--- src/rtl/stk_pkg.sv ---
package stk_pkg;
    localparam int DW = 8;
    localparam int AW = 16;

    typedef enum logic [3:0] {
        OP_NOP   = 4'd0,
        OP_PUSH  = 4'd1,
        OP_POP   = 4'd2,
        OP_PUSHF = 4'd3,
        OP_PULLF = 4'd4,
        OP_CALL  = 4'd5,
        OP_RET   = 4'd6,
        OP_LDSP  = 4'd7,
        OP_STSP  = 4'd8
    } stk_op_e;

    typedef enum logic [2:0] {
        S_IDLE  = 3'd0,
        S_WR_HI = 3'd1,
        S_WR_LO = 3'd2,
        S_RD_LO = 3'd3,
        S_RD_HI = 3'd4
    } stk_state_e;

    typedef struct packed {
        stk_state_e    st;
        stk_op_e       kind;
        logic [DW-1:0] sp;
        logic [AW-1:0] wbuf;
        logic [DW-1:0] lo;
        logic [DW-1:0] pop_byte;
        logic [AW-1:0] pc;
        logic          pc_load;
        logic [DW-1:0] xv;
        logic          x_load;
        logic          n;
        logic          z;
        logic          done;
    } stk_regs_t;
endpackage

--- src/rtl/stk_ptr_step.sv ---
module stk_ptr_step #(
    parameter int DW = 8,
    parameter logic [DW-1:0] PAGE = 8'h01
) (
    input  logic [DW-1:0]   sp,
    output logic [DW-1:0]   sp_inc,
    output logic [DW-1:0]   sp_dec,
    output logic [2*DW-1:0] addr
);
    // Pointer arithmetic is done in DW bits, so both steps wrap inside the page.
    always_comb begin
        sp_inc = sp + {{(DW-1){1'b0}}, 1'b1};
        sp_dec = sp - {{(DW-1){1'b0}}, 1'b1};
        addr   = {PAGE, sp};
    end
endmodule

--- src/rtl/stk_psw_fmt.sv ---
module stk_psw_fmt #(
    parameter int DW    = 8,
    parameter int B_BIT = 4,
    parameter int U_BIT = 5
) (
    input  logic [DW-1:0] push_in,
    input  logic [DW-1:0] pull_in,
    output logic [DW-1:0] push_out,
    output logic [DW-1:0] pull_out
);
    localparam logic [DW-1:0] B_MASK = DW'(1) << B_BIT;
    localparam logic [DW-1:0] U_MASK = DW'(1) << U_BIT;

    // Pushed copy marks both the break and the unused position.
    // Pulled copy drops the break mark, since it is not a real flag.
    always_comb begin
        push_out = push_in | B_MASK | U_MASK;
        pull_out = (pull_in | U_MASK) & ~B_MASK;
    end
endmodule

--- src/rtl/stk_nz_eval.sv ---
module stk_nz_eval #(
    parameter int DW = 8
) (
    input  logic [DW-1:0] val,
    output logic          neg,
    output logic          zero
);
    always_comb begin
        neg  = val[DW-1];
        zero = (val == '0);
    end
endmodule

--- src/rtl/stk_engine.sv ---
module stk_engine
    import stk_pkg::*;
#(
    parameter logic [DW-1:0] PAGE     = 8'h01,
    parameter logic [DW-1:0] SP_RESET = 8'hFD,
    parameter int            B_BIT    = 4,
    parameter int            U_BIT    = 5
) (
    input  logic          clk,
    input  logic          rst_n,
    input  logic          cmd_valid,
    input  logic [3:0]    cmd_op,
    input  logic [DW-1:0] cmd_byte,
    input  logic [AW-1:0] cmd_ret,
    input  logic [AW-1:0] cmd_target,
    output logic          busy,
    output logic          done,
    output logic [DW-1:0] pop_byte,
    output logic          pc_load,
    output logic [AW-1:0] pc_next,
    output logic          x_load,
    output logic [DW-1:0] x_value,
    output logic          flag_n,
    output logic          flag_z,
    output logic [DW-1:0] sp_value,
    output logic [AW-1:0] mem_addr,
    output logic [DW-1:0] mem_wdata,
    output logic          mem_we,
    input  logic [DW-1:0] mem_rdata
);
    localparam logic [AW-1:0] ONE16 = AW'(1);

    stk_regs_t r_q, r_d;

    logic [DW-1:0] sp_inc, sp_dec, psw_push, psw_pull;
    logic          nz_n, nz_z;

    stk_ptr_step #(.DW(DW), .PAGE(PAGE)) u_ptr (
        .sp     (r_q.sp),
        .sp_inc (sp_inc),
        .sp_dec (sp_dec),
        .addr   (mem_addr)
    );

    stk_psw_fmt #(.DW(DW), .B_BIT(B_BIT), .U_BIT(U_BIT)) u_psw (
        .push_in  (cmd_byte),
        .pull_in  (mem_rdata),
        .push_out (psw_push),
        .pull_out (psw_pull)
    );

    stk_nz_eval #(.DW(DW)) u_nz (
        .val  (r_q.sp),
        .neg  (nz_n),
        .zero (nz_z)
    );

    always_comb begin
        r_d         = r_q;
        r_d.done    = 1'b0;
        r_d.pc_load = 1'b0;
        r_d.x_load  = 1'b0;
        mem_we      = 1'b0;
        mem_wdata   = '0;
        unique case (r_q.st)
            S_IDLE: begin
                if (cmd_valid) begin
                    r_d.kind = stk_op_e'(cmd_op);
                    case (cmd_op)
                        OP_PUSH: begin
                            r_d.wbuf = {{DW{1'b0}}, cmd_byte};
                            r_d.st   = S_WR_LO;
                        end
                        OP_PUSHF: begin
                            r_d.wbuf = {{DW{1'b0}}, psw_push};
                            r_d.st   = S_WR_LO;
                        end
                        OP_POP, OP_PULLF, OP_RET: begin
                            // pre-increment so the read cycle addresses straight from the register
                            r_d.sp = sp_inc;
                            r_d.st = S_RD_LO;
                        end
                        OP_CALL: begin
                            r_d.wbuf = cmd_ret - ONE16;
                            r_d.pc   = cmd_target;
                            r_d.st   = S_WR_HI;
                        end
                        OP_LDSP: begin
                            r_d.sp   = cmd_byte;
                            r_d.done = 1'b1;
                        end
                        OP_STSP: begin
                            r_d.xv     = r_q.sp;
                            r_d.x_load = 1'b1;
                            r_d.n      = nz_n;
                            r_d.z      = nz_z;
                            r_d.done   = 1'b1;
                        end
                        default: r_d.kind = r_q.kind;
                    endcase
                end
            end
            S_WR_HI: begin
                mem_we    = 1'b1;
                mem_wdata = r_q.wbuf[AW-1:DW];
                r_d.sp    = sp_dec;
                r_d.st    = S_WR_LO;
            end
            S_WR_LO: begin
                mem_we      = 1'b1;
                mem_wdata   = r_q.wbuf[DW-1:0];
                r_d.sp      = sp_dec;
                r_d.st      = S_IDLE;
                r_d.done    = 1'b1;
                r_d.pc_load = (r_q.kind == OP_CALL);
            end
            S_RD_LO: begin
                if (r_q.kind == OP_RET) begin
                    r_d.lo = mem_rdata;
                    r_d.sp = sp_inc;
                    r_d.st = S_RD_HI;
                end else begin
                    r_d.pop_byte = (r_q.kind == OP_PULLF) ? psw_pull : mem_rdata;
                    r_d.st       = S_IDLE;
                    r_d.done     = 1'b1;
                end
            end
            S_RD_HI: begin
                r_d.pc      = {mem_rdata, r_q.lo} + ONE16;
                r_d.pc_load = 1'b1;
                r_d.st      = S_IDLE;
                r_d.done    = 1'b1;
            end
            default: r_d.st = S_IDLE;
        endcase
    end

    always_ff @(posedge clk) begin
        if (!rst_n) begin
            r_q      <= '0;
            r_q.st   <= S_IDLE;
            r_q.kind <= OP_NOP;
            r_q.sp   <= SP_RESET;
        end else begin
            r_q <= r_d;
        end
    end

    assign busy     = (r_q.st != S_IDLE);
    assign done     = r_q.done;
    assign pop_byte = r_q.pop_byte;
    assign pc_load  = r_q.pc_load;
    assign pc_next  = r_q.pc;
    assign x_load   = r_q.x_load;
    assign x_value  = r_q.xv;
    assign flag_n   = r_q.n;
    assign flag_z   = r_q.z;
    assign sp_value = r_q.sp;


    push_dec_chk: assert property (@(posedge clk) disable iff (!rst_n)
        mem_we |=> sp_value == $past(sp_value) - 8'd1);


    wrap_low_chk: assert property (@(posedge clk) disable iff (!rst_n)
        (mem_we && sp_value == 8'h00) |=> sp_value == 8'hFF);


    ldsp_flags_chk: assert property (@(posedge clk) disable iff (!rst_n)
        (cmd_valid && !busy && cmd_op == 4'd7) |=> ($stable(flag_n) && $stable(flag_z)));


    stsp_copy_chk: assert property (@(posedge clk) disable iff (!rst_n)
        (cmd_valid && !busy && cmd_op == 4'd8) |=>
            (x_value == $past(sp_value) && flag_z == ($past(sp_value) == 8'h00) && x_load));


    idle_hold_chk: assert property (@(posedge clk) disable iff (!rst_n)
        (!busy && !cmd_valid) |=> ($stable(sp_value) && !mem_we));
endmodule

--- config.mk ---
export PLATFORM = sky130hd
export DESIGN_NAME = stk_engine
export DESIGN_NICKNAME = d
export VERILOG_FILES = /design/src/rtl/stk_pkg.sv /design/src/rtl/stk_ptr_step.sv /design/src/rtl/stk_psw_fmt.sv /design/src/rtl/stk_nz_eval.sv /design/src/rtl/stk_engine.sv
export SDC_FILE = /design/constraint.sdc
export NUM_CORES = 1
export LEC_CHECK = 0
export BUFFER_PORTS_ARGS = -buffer_cell sky130_fd_sc_hd__buf_2
export CAP_MARGIN = 20
export CORE_AREA = 2 2 112 114
export CTS_CLUSTER_SIZE = 40
export DETAILED_ROUTE_END_ITERATION = 10
export DIE_AREA = 0 0 114 116
export PLACE_DENSITY = 0.67
export SLEW_MARGIN = 15
export SYNTH_ARGS = -nofsm -noshare
export SYNTH_HDL_FRONTEND = slang
export SYNTH_SLANG_ARGS = --single-unit
--- constraint.sdc ---
create_clock -name clk -period 2.41 [get_ports clk]
set_clock_uncertainty 0.1 [all_clocks]
set_input_delay 0.241 -clock clk [delete_from_list [all_inputs] [get_ports clk]]
set_output_delay 0.241 -clock clk [all_outputs]
set_load 0.1 [all_outputs]
==> key figures <==
Placement
  – Placer congestion estimate: 0.876
  – DP HPWL: 9530 um
  – Port Buffers: 117

Logic synthesis
  – Synth top area share: 0.318
  – Ys Warns: 0
  – Seq/Total Area, Yosys: 0.318
  – Synthesized area: 0.00472 mm2
  – Main synth FF type: dfxtp_1
  – Fraction of registers with async set or reset after synthesis: 0
  – Synth area leader: dfxtp_1
  – Syn Inst Count: 593
  – Synthesized area per cell: 7.96 um2
  – Top cells by area, synth: dfxtp_1 32%, buf_4 9.5%, nand2_1 5.6%
  – Synthesis-stage register bit count: 75
  – Synth cell types: 75
  – Post-synth EDFFs: 0

Detailed routing
  – Antenna viol nets, final: 0
  – Initial drt markers: 268
  – Vias: 4410
  – DRC: 0
  – Routed Wire Length: 12800 um
  – Drt pass-1 iters: 4
  – Routed vias/inst: 5.49
  – DR WL/cell: 15.9 um

STA
  – Slew headroom: 0.633
  – Max Freq: 456 MHz
  – Setup TNS: 0 ns
  – Final period util: 0.911
  – Final Max Slew Viols: 0
  – Least-Margin Pin Slew: 0.546 ns
  – Final hold vios: 0
  – Final setup vio count: 0
  – Fin crit period: 2.19 ns
  – RSZ-0062 raised after global routing: false

Layout
  – Register Area: 0.00150 mm2
  – Multi-input gate area in the final layout: 0.00262 mm2
  – Antenna Cells: 0
  – Share of cells above drive strength 1: 0.279
  – P&R area growth vs syn: 16.5%
  – Filler cells: 1175
  – Nets@finish: 711
  – Util after Layout: 0.462

Clock network
  – Clk slew on worst S/H paths: 0.06 ns
  – Clk sinks: 75
  – Post-cts sizing count: 2
  – CTS H-tree lvls: 3
  – Hold buffers post-CTS: 0
  – CTS Buf Count: 9
  – Root Buffer: clkbuf_16
  – Clock Latency Late Sink: 0.34 ns
  – TritonCTS clock tree: done
  – Setup Buffers After CTS: 0
  – Clock Path Buffers: 2

Power
  – Int Pwr: 2360 uW
  – Seq pwr share: 0.381
  – Switch Pwr: 1140 uW
  – Sw Share: 0.325
  – Logic pwr share: 0.215
  – VDD IR max: 0.323 mV
  – PwrDens: 636 mW/mm2
  – Pleak: 0.00216 uW
  – Clk pwr share: 0.405

Die
  – Core Area: 0.0119 mm2
  – Die Wd: 114 um
  – Row Count: 40
  – Initial cell density of the core: 0.396
  – Die area: 0.0132 mm2
  – # IOs: 126
  – Die Y: 116 um

Worst setup path
  – Worst EP arrival: 1.85 ns
  – Setup slack, reg-to-reg: 0.34 ns
  – Max incr delay on CP: 0.53 ns
  – CP max FO: 15
  – FF-to-FF path depth: 5
  – Crit path capture type: output port
  – CP Data Required Time: 2.07 ns
  – CP Class: register to output port
  – Startpoint Class: register
  – CP Launch Point: r_q[74]$_SDFFE_PN0P_
  – Reg2reg start: sp_value[2]$_SDFFE_PN1P_
  – Max stage delay cell, worst path: dfxtp_2
  – Reg-to-reg critical path endpoint: sp_value[5]$_SDFFE_PN1P_
  – Worst path cell trace: xnor2_1 > nor2_2 > buf_2

Worst hold path
  – Hold Path Depth: 3
  – Hold EP: pc_next[7]$_SDFFE_PN0P_
  – Hold/Removal Path Class: primary input to register
  – Worst Hold Launch: cmd_target[7]

Run status
  – Run status: finished, final reports clean

Global routing
  – Global-route wire length before repair: 20500 um
  – Routing usage on met1: 0.256
  – GRT Util Overall: 0.194
  – Largest net degree at the start of global routing: 27
  – Vias in the first global route: 4198
  – GRT busiest layer: met2
  – Grt total ovfl: 0
  – Grt met2 use: 0.312
  – Antenna violations before repair: 0
  – M3 GR Usage: 0.0371

Job
  – Number of max-cap violations: 0
## layer usage
| metal | routed length, um | part of all wire |
|---|---|---|
| met5 | 0 | 0 |
| met4 | 264 | 0.021 |
| met3 | 669 | 0.052 |
| met2 | 5950 | 0.47 |
| met1 | 5890 | 0.46 |
## logic make-up (layout without fill, tap and decap cells)
group	Yosys count	after routing	share of synthesized area
xor gates and xnor gates	35	35	0.0649
and+or+nand+nor	233	233	0.267
buffers and inverters	104	161	0.136
adders and majority gates	4	4	0.0106
other	2	8	0.00159
AOI/OAI and AO/OA	136	136	0.194
muxes	4	4	0.00848
DFF	75	75	0.318
## layout by cell type (no fill, tap or decap), types with 5 or more instances in the layout
| cell | n |
|---|---|
| nor2_1 | 43 |
| nor2_2 | 10 |
| buf_2 | 109 |
| a31oi_1 | 7 |
| buf_4 | 18 |
| dfxtp_1 | 73 |
| xnor2_1 | 25 |
| nor4_1 | 6 |
| inv_1 | 10 |
| clkbuf_16 | 9 |
| o211ai_1 | 11 |
| nand2_1 | 70 |
| o221ai_1 | 5 |
| a21oi_1 | 45 |
| nand4_1 | 5 |
| a22oi_1 | 12 |
| conb_1 | 8 |
| o21ai_1 | 5 |
| xor2_1 | 10 |
| buf_12 | 8 |
| o21ai_0 | 14 |
| a211oi_1 | 8 |
| nand3_1 | 39 |
| nor3_1 | 13 |
## state kept, by name (all words and copies together), names as in the netlist
register and flops:
r_q 31, pc_next 16, pop_byte 8, sp_value 8, x_value 8, done 1
flag_z 1, pc_load 1, x_load 1
## synth_stat cells, types with 3 or more instances
cell type / number
a211o_1: 3
a211oi_1: 8
a21oi_1: 45
a22oi_1: 12
a31oi_1: 7
and3_1: 3
and4_1: 4
buf_2: 13
buf_4: 60
clkbuf_1: 15
dfxtp_1: 75
ha_1: 4
inv_1: 10
mux2i_1: 4
nand2_1: 70
nand2b_1: 3
nand3_1: 39
nand3b_1: 4
nand4_1: 5
nor2_1: 52
nor2b_1: 3
nor3_1: 13
nor3b_1: 4
nor4_1: 6
nor4b_4: 3
o211ai_1: 11
o21ai_0: 14
o21ai_1: 5
o221ai_1: 5
o31ai_1: 4
or3_1: 4
xnor2_1: 25
xor2_1: 10
## final cells by class
class                           count  area share
Timing Repair Buffer              135       0.153
Clock inverter                      5      0.0143
Multi-Input combinational cell    420       0.477
Clock buffer                       10      0.0416
Inverter                           11     0.00751
Tap cell                          147      0.0334
Sequential cell                    75       0.273
## worst max path at each step
stage / slack [ns] / cells after the start / endpoint
after detailed placement: 0.35 / 3 / mem_we
after floorplan: 0.10 / 6 / mem_wdata[0]
after CTS: 0.23 / 3 / mem_we
final: 0.22 / 3 / mem_we
after global routing: 0.14 / 3 / mem_we
after global placement: 0.40 / 3 / mem_we
## worst max-delay path: cells and delay by family, from the launching register on
kind / cells / cell delay, ns
xor+xnor: 1 / 0.23
flops: 1 / 0.53
simple gates: 1 / 0.26
buf+inv: 1 / 0.49
## per-stage QoR
| step | power (uW) | instances | area [um2] | setup WS [ns] | hold WS (ns) |
|---|---|---|---|---|---|
| 3_5_place_dp | 2100 | 788 | 5190 | 0.348 | 0.343 |
| 4_1_cts | 3520 | 803 | 5500 | 0.231 | 0.0560 |
| 2_1_floorplan | 1980 | 599 | 4770 | 0.100 | 0.277 |
| 6_report | 3500 | 803 | 5500 | 0.215 | 0.0565 |
| 5_1_grt | 3630 | 803 | 5500 | 0.138 | 0.0703 |
| 3_3_place_gp | 2100 | 788 | 5190 | 0.398 | 0.338 |
## power by group through the flow
stage	Sequential [uW]	Combinational [uW]	Clock (uW)
4_1_cts	1330	749	1440
3_5_place_dp	1360	746	0
2_1_floorplan	1330	648	0
6_report	1330	751	1410
3_3_place_gp	1350	743	0
5_1_grt	1340	792	1490
No activity file was read; power rests on OpenSTA's default activity.
